**src/rtl/fta_pkg.sv**
```systemverilog
package fta_pkg;
  localparam int unsigned ADDR_W  = 6;
  localparam int unsigned DATA_W  = 8;
  localparam logic [ADDR_W-1:0] OFS_CLEAR = 6'h30;
  localparam logic [ADDR_W-1:0] OFS_ALARM = 6'h34;
  localparam int unsigned BIT_UNF_CLR = 6;
  localparam int unsigned BIT_OVF_CLR = 5;
  localparam int unsigned NUM_FLAGS   = 2;
  localparam int unsigned FLG_OVF = 0;
  localparam int unsigned FLG_UNF = 1;
endpackage

```
**src/rtl/fta_regs.sv**
```systemverilog
module fta_regs
  import fta_pkg::*;
(
  input  logic              clk,
  input  logic              rst_n,
  input  logic [ADDR_W-1:0] bus_addr,
  input  logic              bus_wr,
  input  logic              bus_rd,
  input  logic [DATA_W-1:0] bus_wdata,
  output logic [DATA_W-1:0] bus_rdata,
  output logic [DATA_W-1:0] alarm_q,
  output logic [NUM_FLAGS-1:0] clr_vec
);
  logic alarm_wr_hit;
  logic clear_wr_hit;

  assign alarm_wr_hit = bus_wr && (bus_addr == OFS_ALARM);
  assign clear_wr_hit = bus_wr && (bus_addr == OFS_CLEAR);

  always_ff @(posedge clk) begin
    if (!rst_n)            alarm_q <= '0;
    else if (alarm_wr_hit) alarm_q <= bus_wdata;
  end

  always_comb begin
    clr_vec          = '0;
    clr_vec[FLG_OVF] = clear_wr_hit && bus_wdata[BIT_OVF_CLR];
    clr_vec[FLG_UNF] = clear_wr_hit && bus_wdata[BIT_UNF_CLR];
  end

  always_comb begin
    bus_rdata = '0;
    if (bus_rd && (bus_addr == OFS_ALARM)) bus_rdata = alarm_q;
  end


  alarm_hold_chk: assert property (@(posedge clk) disable iff (!rst_n)
    !alarm_wr_hit |=> $stable(alarm_q));


  clear_read_zero_chk: assert property (@(posedge clk) disable iff (!rst_n)
    (bus_rd && bus_addr == OFS_CLEAR) |-> bus_rdata == '0);
endmodule

```
**src/rtl/fta_sticky.sv**
```systemverilog
module fta_sticky
  import fta_pkg::*;
#(
  parameter int unsigned N = NUM_FLAGS
)(
  input  logic         clk,
  input  logic         rst_n,
  input  logic [N-1:0] set_vec,
  input  logic [N-1:0] clr_vec,
  output logic [N-1:0] flag_q
);
  for (genvar i = 0; i < N; i++) begin : g_flag
    always_ff @(posedge clk) begin
      if (!rst_n)          flag_q[i] <= 1'b0;
      else if (set_vec[i]) flag_q[i] <= 1'b1;
      else if (clr_vec[i]) flag_q[i] <= 1'b0;
    end


    set_seen_chk: assert property (@(posedge clk) disable iff (!rst_n)
      set_vec[i] |=> flag_q[i]);


    set_beats_clear_chk: assert property (@(posedge clk) disable iff (!rst_n)
      (set_vec[i] && clr_vec[i]) |=> flag_q[i]);


    clear_drop_chk: assert property (@(posedge clk) disable iff (!rst_n)
      (clr_vec[i] && !set_vec[i]) |=> !flag_q[i]);


    flag_hold_chk: assert property (@(posedge clk) disable iff (!rst_n)
      (!clr_vec[i] && !set_vec[i]) |=> $stable(flag_q[i]));
  end
endmodule

```
**src/rtl/fta_req.sv**
```systemverilog
module fta_req
  import fta_pkg::*;
(
  input  logic              clk,
  input  logic              rst_n,
  input  logic [DATA_W-1:0] fifo_level,
  input  logic              refill_en,
  input  logic              drain_en,
  input  logic [DATA_W-1:0] alarm_q,
  output logic              refill_req,
  output logic              drain_req
);
  logic [DATA_W-1:0] level_q;
  logic              refill_en_q;
  logic              drain_en_q;

  function automatic logic below_alarm(input logic [DATA_W-1:0] lvl,
                                       input logic [DATA_W-1:0] thr);
    return lvl < thr;
  endfunction

  function automatic logic at_or_over_alarm(input logic [DATA_W-1:0] lvl,
                                            input logic [DATA_W-1:0] thr);
    return !(lvl < thr);
  endfunction

  always_ff @(posedge clk) begin
    if (!rst_n) begin
      level_q     <= '0;
      refill_en_q <= 1'b0;
      drain_en_q  <= 1'b0;
    end else begin
      level_q     <= fifo_level;
      refill_en_q <= refill_en;
      drain_en_q  <= drain_en;
    end
  end

  assign refill_req = refill_en_q && below_alarm(level_q, alarm_q);
  assign drain_req  = drain_en_q  && at_or_over_alarm(level_q, alarm_q);


  req_exclusive_chk: assert property (@(posedge clk) disable iff (!rst_n)
    !(refill_req && drain_req));


  refill_gate_chk: assert property (@(posedge clk) disable iff (!rst_n)
    !refill_en |=> !refill_req);


  drain_gate_chk: assert property (@(posedge clk) disable iff (!rst_n)
    !drain_en |=> !drain_req);
endmodule

```
**src/rtl/fta_ctrl.sv**
```systemverilog
module fta_ctrl
  import fta_pkg::*;
(
  input  logic              clk,
  input  logic              rst_n,
  input  logic [DATA_W-1:0] fifo_level,
  input  logic              ovf_pulse,
  input  logic              unf_pulse,
  input  logic              refill_en,
  input  logic              drain_en,
  input  logic [ADDR_W-1:0] bus_addr,
  input  logic              bus_wr,
  input  logic              bus_rd,
  input  logic [DATA_W-1:0] bus_wdata,
  output logic [DATA_W-1:0] bus_rdata,
  output logic              refill_req,
  output logic              drain_req,
  output logic              ovf_flag,
  output logic              unf_flag
);
  logic [DATA_W-1:0]    alarm_q;
  logic [NUM_FLAGS-1:0] clr_vec;
  logic [NUM_FLAGS-1:0] set_vec;
  logic [NUM_FLAGS-1:0] flag_q;

  always_comb begin
    set_vec          = '0;
    set_vec[FLG_OVF] = ovf_pulse;
    set_vec[FLG_UNF] = unf_pulse;
  end

  fta_regs u_regs (
    .clk(clk), .rst_n(rst_n), .bus_addr(bus_addr), .bus_wr(bus_wr),
    .bus_rd(bus_rd), .bus_wdata(bus_wdata), .bus_rdata(bus_rdata),
    .alarm_q(alarm_q), .clr_vec(clr_vec)
  );

  fta_sticky #(.N(NUM_FLAGS)) u_sticky (
    .clk(clk), .rst_n(rst_n), .set_vec(set_vec), .clr_vec(clr_vec),
    .flag_q(flag_q)
  );

  fta_req u_req (
    .clk(clk), .rst_n(rst_n), .fifo_level(fifo_level),
    .refill_en(refill_en), .drain_en(drain_en), .alarm_q(alarm_q),
    .refill_req(refill_req), .drain_req(drain_req)
  );

  assign ovf_flag = flag_q[FLG_OVF];
  assign unf_flag = flag_q[FLG_UNF];


  reset_quiet_chk: assert property (@(posedge clk)
    !rst_n |=> (!ovf_flag && !unf_flag && !refill_req && !drain_req));
endmodule

```
**config.mk**
```make
export PLATFORM = sky130hd
export DESIGN_NAME = fta_ctrl
export DESIGN_NICKNAME = d
export VERILOG_FILES = /design/src/rtl/fta_pkg.sv /design/src/rtl/fta_regs.sv /design/src/rtl/fta_sticky.sv /design/src/rtl/fta_req.sv /design/src/rtl/fta_ctrl.sv
export SDC_FILE = /design/constraint.sdc
export NUM_CORES = 1
export LEC_CHECK = 0
export BUFFER_PORTS_ARGS = -buffer_cell sky130_fd_sc_hd__buf_2
export CAP_MARGIN = 10
export CORE_MARGIN = 5
export CORE_UTILIZATION = 49
export CTS_CLUSTER_DIAMETER = 200
export CTS_CLUSTER_SIZE = 8
export DETAILED_ROUTE_END_ITERATION = 16
export HOLD_SLACK_MARGIN = 0.02
export PLACE_DENSITY = 0.84
export SYNTH_ARGS = -nofsm -noshare
export SYNTH_HDL_FRONTEND = slang
export SYNTH_SLANG_ARGS = --single-unit
```
**constraint.sdc**
```tcl
create_clock -name clk -period 3.5 [get_ports clk]
set_input_delay 0.7 -clock clk [delete_from_list [all_inputs] [get_ports clk]]
set_output_delay 0.7 -clock clk [all_outputs]
set_load 0.02 [all_outputs]
```
==> impl_metrics.yaml <==
floorplanning:
  placementRows: 15
  core_area_um2: 1760
  die_x_um: 53.7
  ioPinCount: 42
  fp.dieH_um: 53.7
  die_area_um2: 2890
  start_util_pct: 53.1
worst_setup_path:
  crit_path_end_kind: "primary output"
  cp_cell_sequence: "inv_1, ha_1, a2111o_1, a21oi_1, and2_1, buf_2"
  crit_type: "reg2out"
  critPathArrivalTime_ps: 1840
  cp-start-kind: "flip-flop"
  cp_max_fo: 3
  cp_num_buf_inv: 2
  critPathRequiredTime_ps: 2800
  cpLargestDelayFamily: "compound AO/OA/AOI/OAI gates"
  cpPeakStageDelay_ps: 360
  critPathSlowestCell: "dfxtp_1"
timing:
  timing.final.crit_share_pct: 72.4
  setup_tns_ps: 0
  tightest_slew_ps: 675
  setup_viol: 0
  drv_slew: 0
  rsz0062_at_grt: "no"
  hold_viol_final: 0
  fin_skew_ps: 0
  maxSlewHeadroom_pct: 54.6
  max_clock_freq_mhz: 394
  finalWorstPathRequiredPeriod_ps: 2540
  hold_ws_ps: 477
routing:
  drt_first_pass_iters: 4
  drc: 0
  drtIter0Drc: 3
  ant_nets: 0
  vias: 841
  via_per_inst: 4.89
  routedWlPerCell_um: 11.5
  drt-total-wl_mm: 1.98
global_route:
  grt_max_degree: 29
  grt_overflow_total: 0
  antenna_found_initial: 0
  grt_pass1_vias: 840
  grtUsageTotal_pct: 15.4
  grt_first_pass_wirelength_mm: 3.28
cells_and_area:
  drive_gt1_share_pct: 32.0
  nNetsFinal: 185
  area_growth_pct: 26.4
  layout_common_cells: "buf_2, dfxtp_1, and2_1"
  layout_commonest_cell: "buf_2"
  antenna_cells: 0
  final_area_um2: 1180
flow_run:
  drv_cap: 0
synthesis:
  synth_flop_cell: "dfxtp_1"
  synthCells: 106
  synth.yosys.seq_area_share_pct: 42.7
  synthTopCellsByArea: "dfxtp_1, and2_1, ha_1, o21ai_0, nand3_1"
  ys_types: 21
  yosysWarnings: 0
  yosys.area.top_type: "dfxtp_1"
  avgSynthCellArea_um2: 8.84
  synth_top_area_share_pct: 42.7
  synthesis.area_um2: 937
  synth_edf_count: 0
  yosys_register_bits: 20
  syn_nets: 143
  async_flop_share_pct: 0
placement:
  place_area_um2: 1150
  dp_hpwl_mm: 1.59
  place_congestion: 0.713
  io_buffer_count: 41
clocking:
  htree_num_levels: 1
  cts_buffers: 3
  cts_buffer_depth: 2
  cts-resized-gates: 0
  cts_setup_buffers: 0
  cts_tree: "done"
  clk_pin_slew_ps: 110
  root_buffer: "clkbuf_4"
  clk_latency_ps: 300
  cts_sinks: 20
  cts_hold_buf: 0
power:
  ir_worst_vdd_mv: 0.236
  p_leak_nw: 0.540
  powerDensity_nw_per_um2: 356
min_path:
  hp-class: "reg2reg"
outcome:
  status: "complete, no violations"
state kept, by name, indices dropped and copies added, names as in the netlist:
signal / count
u_req.drain_en_q: 1
u_req.level_q: 8
u_req.refill_en_q: 1
u_regs.alarm_q: 8
u_sticky.flag_q: 2
through the flow:
stage | instances | total power, W | setup WS [ps] | util (%)
floorplan | 106 | 0.000270 | 1360 | -
global placement | 168 | 0.000292 | 1050 | 65.1
detailed placement | 168 | 0.000295 | 1000 | 65.1
CTS | 172 | 0.000424 | 941 | 67.2
global route | 172 | 0.000441 | 861 | 67.2
finish | 172 | 0.000422 | 964 | 67.2
logic make-up after synthesis:
group / count (synthesis) / synth area share, %
AND/OR/NAND/NOR: 46 / 30.2
adder cells (fa/ha/maj): 7 / 9.35
flip-flops: 20 / 42.7
AO/OA/AOI/OAI: 19 / 11.1
buffers and inverters: 14 / 6.68
cell usage after synthesis (all sizes together) (2+ instances only):
library cell  count
dfxtp            20
nand3             8
nand3b            2
buf               3
nand2            10
o21ai            12
ha                7
a21oi             4
nor4              2
a31oi             2
inv              10
and2             19
worst register-to-register path, delay by kind of cell (launching register included):
family          cells  cell delay [ps]
flops               1              350
compound gates      2              250
power by group:
group / switching [W] / internal [W] / leakage (nW) / total, W
Combinational: 0.0000257 / 0.0000252 / 0.355 / 0.0000509
Clock: 0.0000691 / 0.0000635 / 0.0210 / 0.000133
Sequential: 0.00000276 / 0.000236 / 0.165 / 0.000238
Total: 0.0000975 / 0.000324 / 0.540 / 0.000422
layout make-up:
| type | count | area, um2 |
|---|---|---|
| Multi-Input combinational cell | 72 | 474 |
| Fill cell | 162 | 579 |
| Tap cell | 25 | 31.3 |
| Timing Repair Buffer | 41 | 205 |
| Inverter | 10 | 37.5 |
| Clock buffer | 4 | 36.3 |
| Sequential cell | 20 | 400 |
worst paths after layout:
kind / start / end / slack (ps) / cells after the start
worst max register to register: u_sticky.flag_q[1] / u_sticky.flag_q[1] / 2840 / 2
worst min register to register: u_regs.alarm_q[6] / u_regs.alarm_q[6] / 480 / 2
worst min-delay path: u_regs.alarm_q[6] / u_regs.alarm_q[6] / 480 / 2
worst max-delay path: u_regs.alarm_q[1] / refill_req / 960 / 6
routing by layer:
layer  share of wire [%]  global-route usage [%]  up-vias
met3                 7.0                    3.05        5
met1                  43                    17.5      372
met5                   0                       0        -
li1                    -                       -      438
met4                 2.0                    6.38        0
met2                  48                    27.6       26
(Power assumes the default switching activity.)
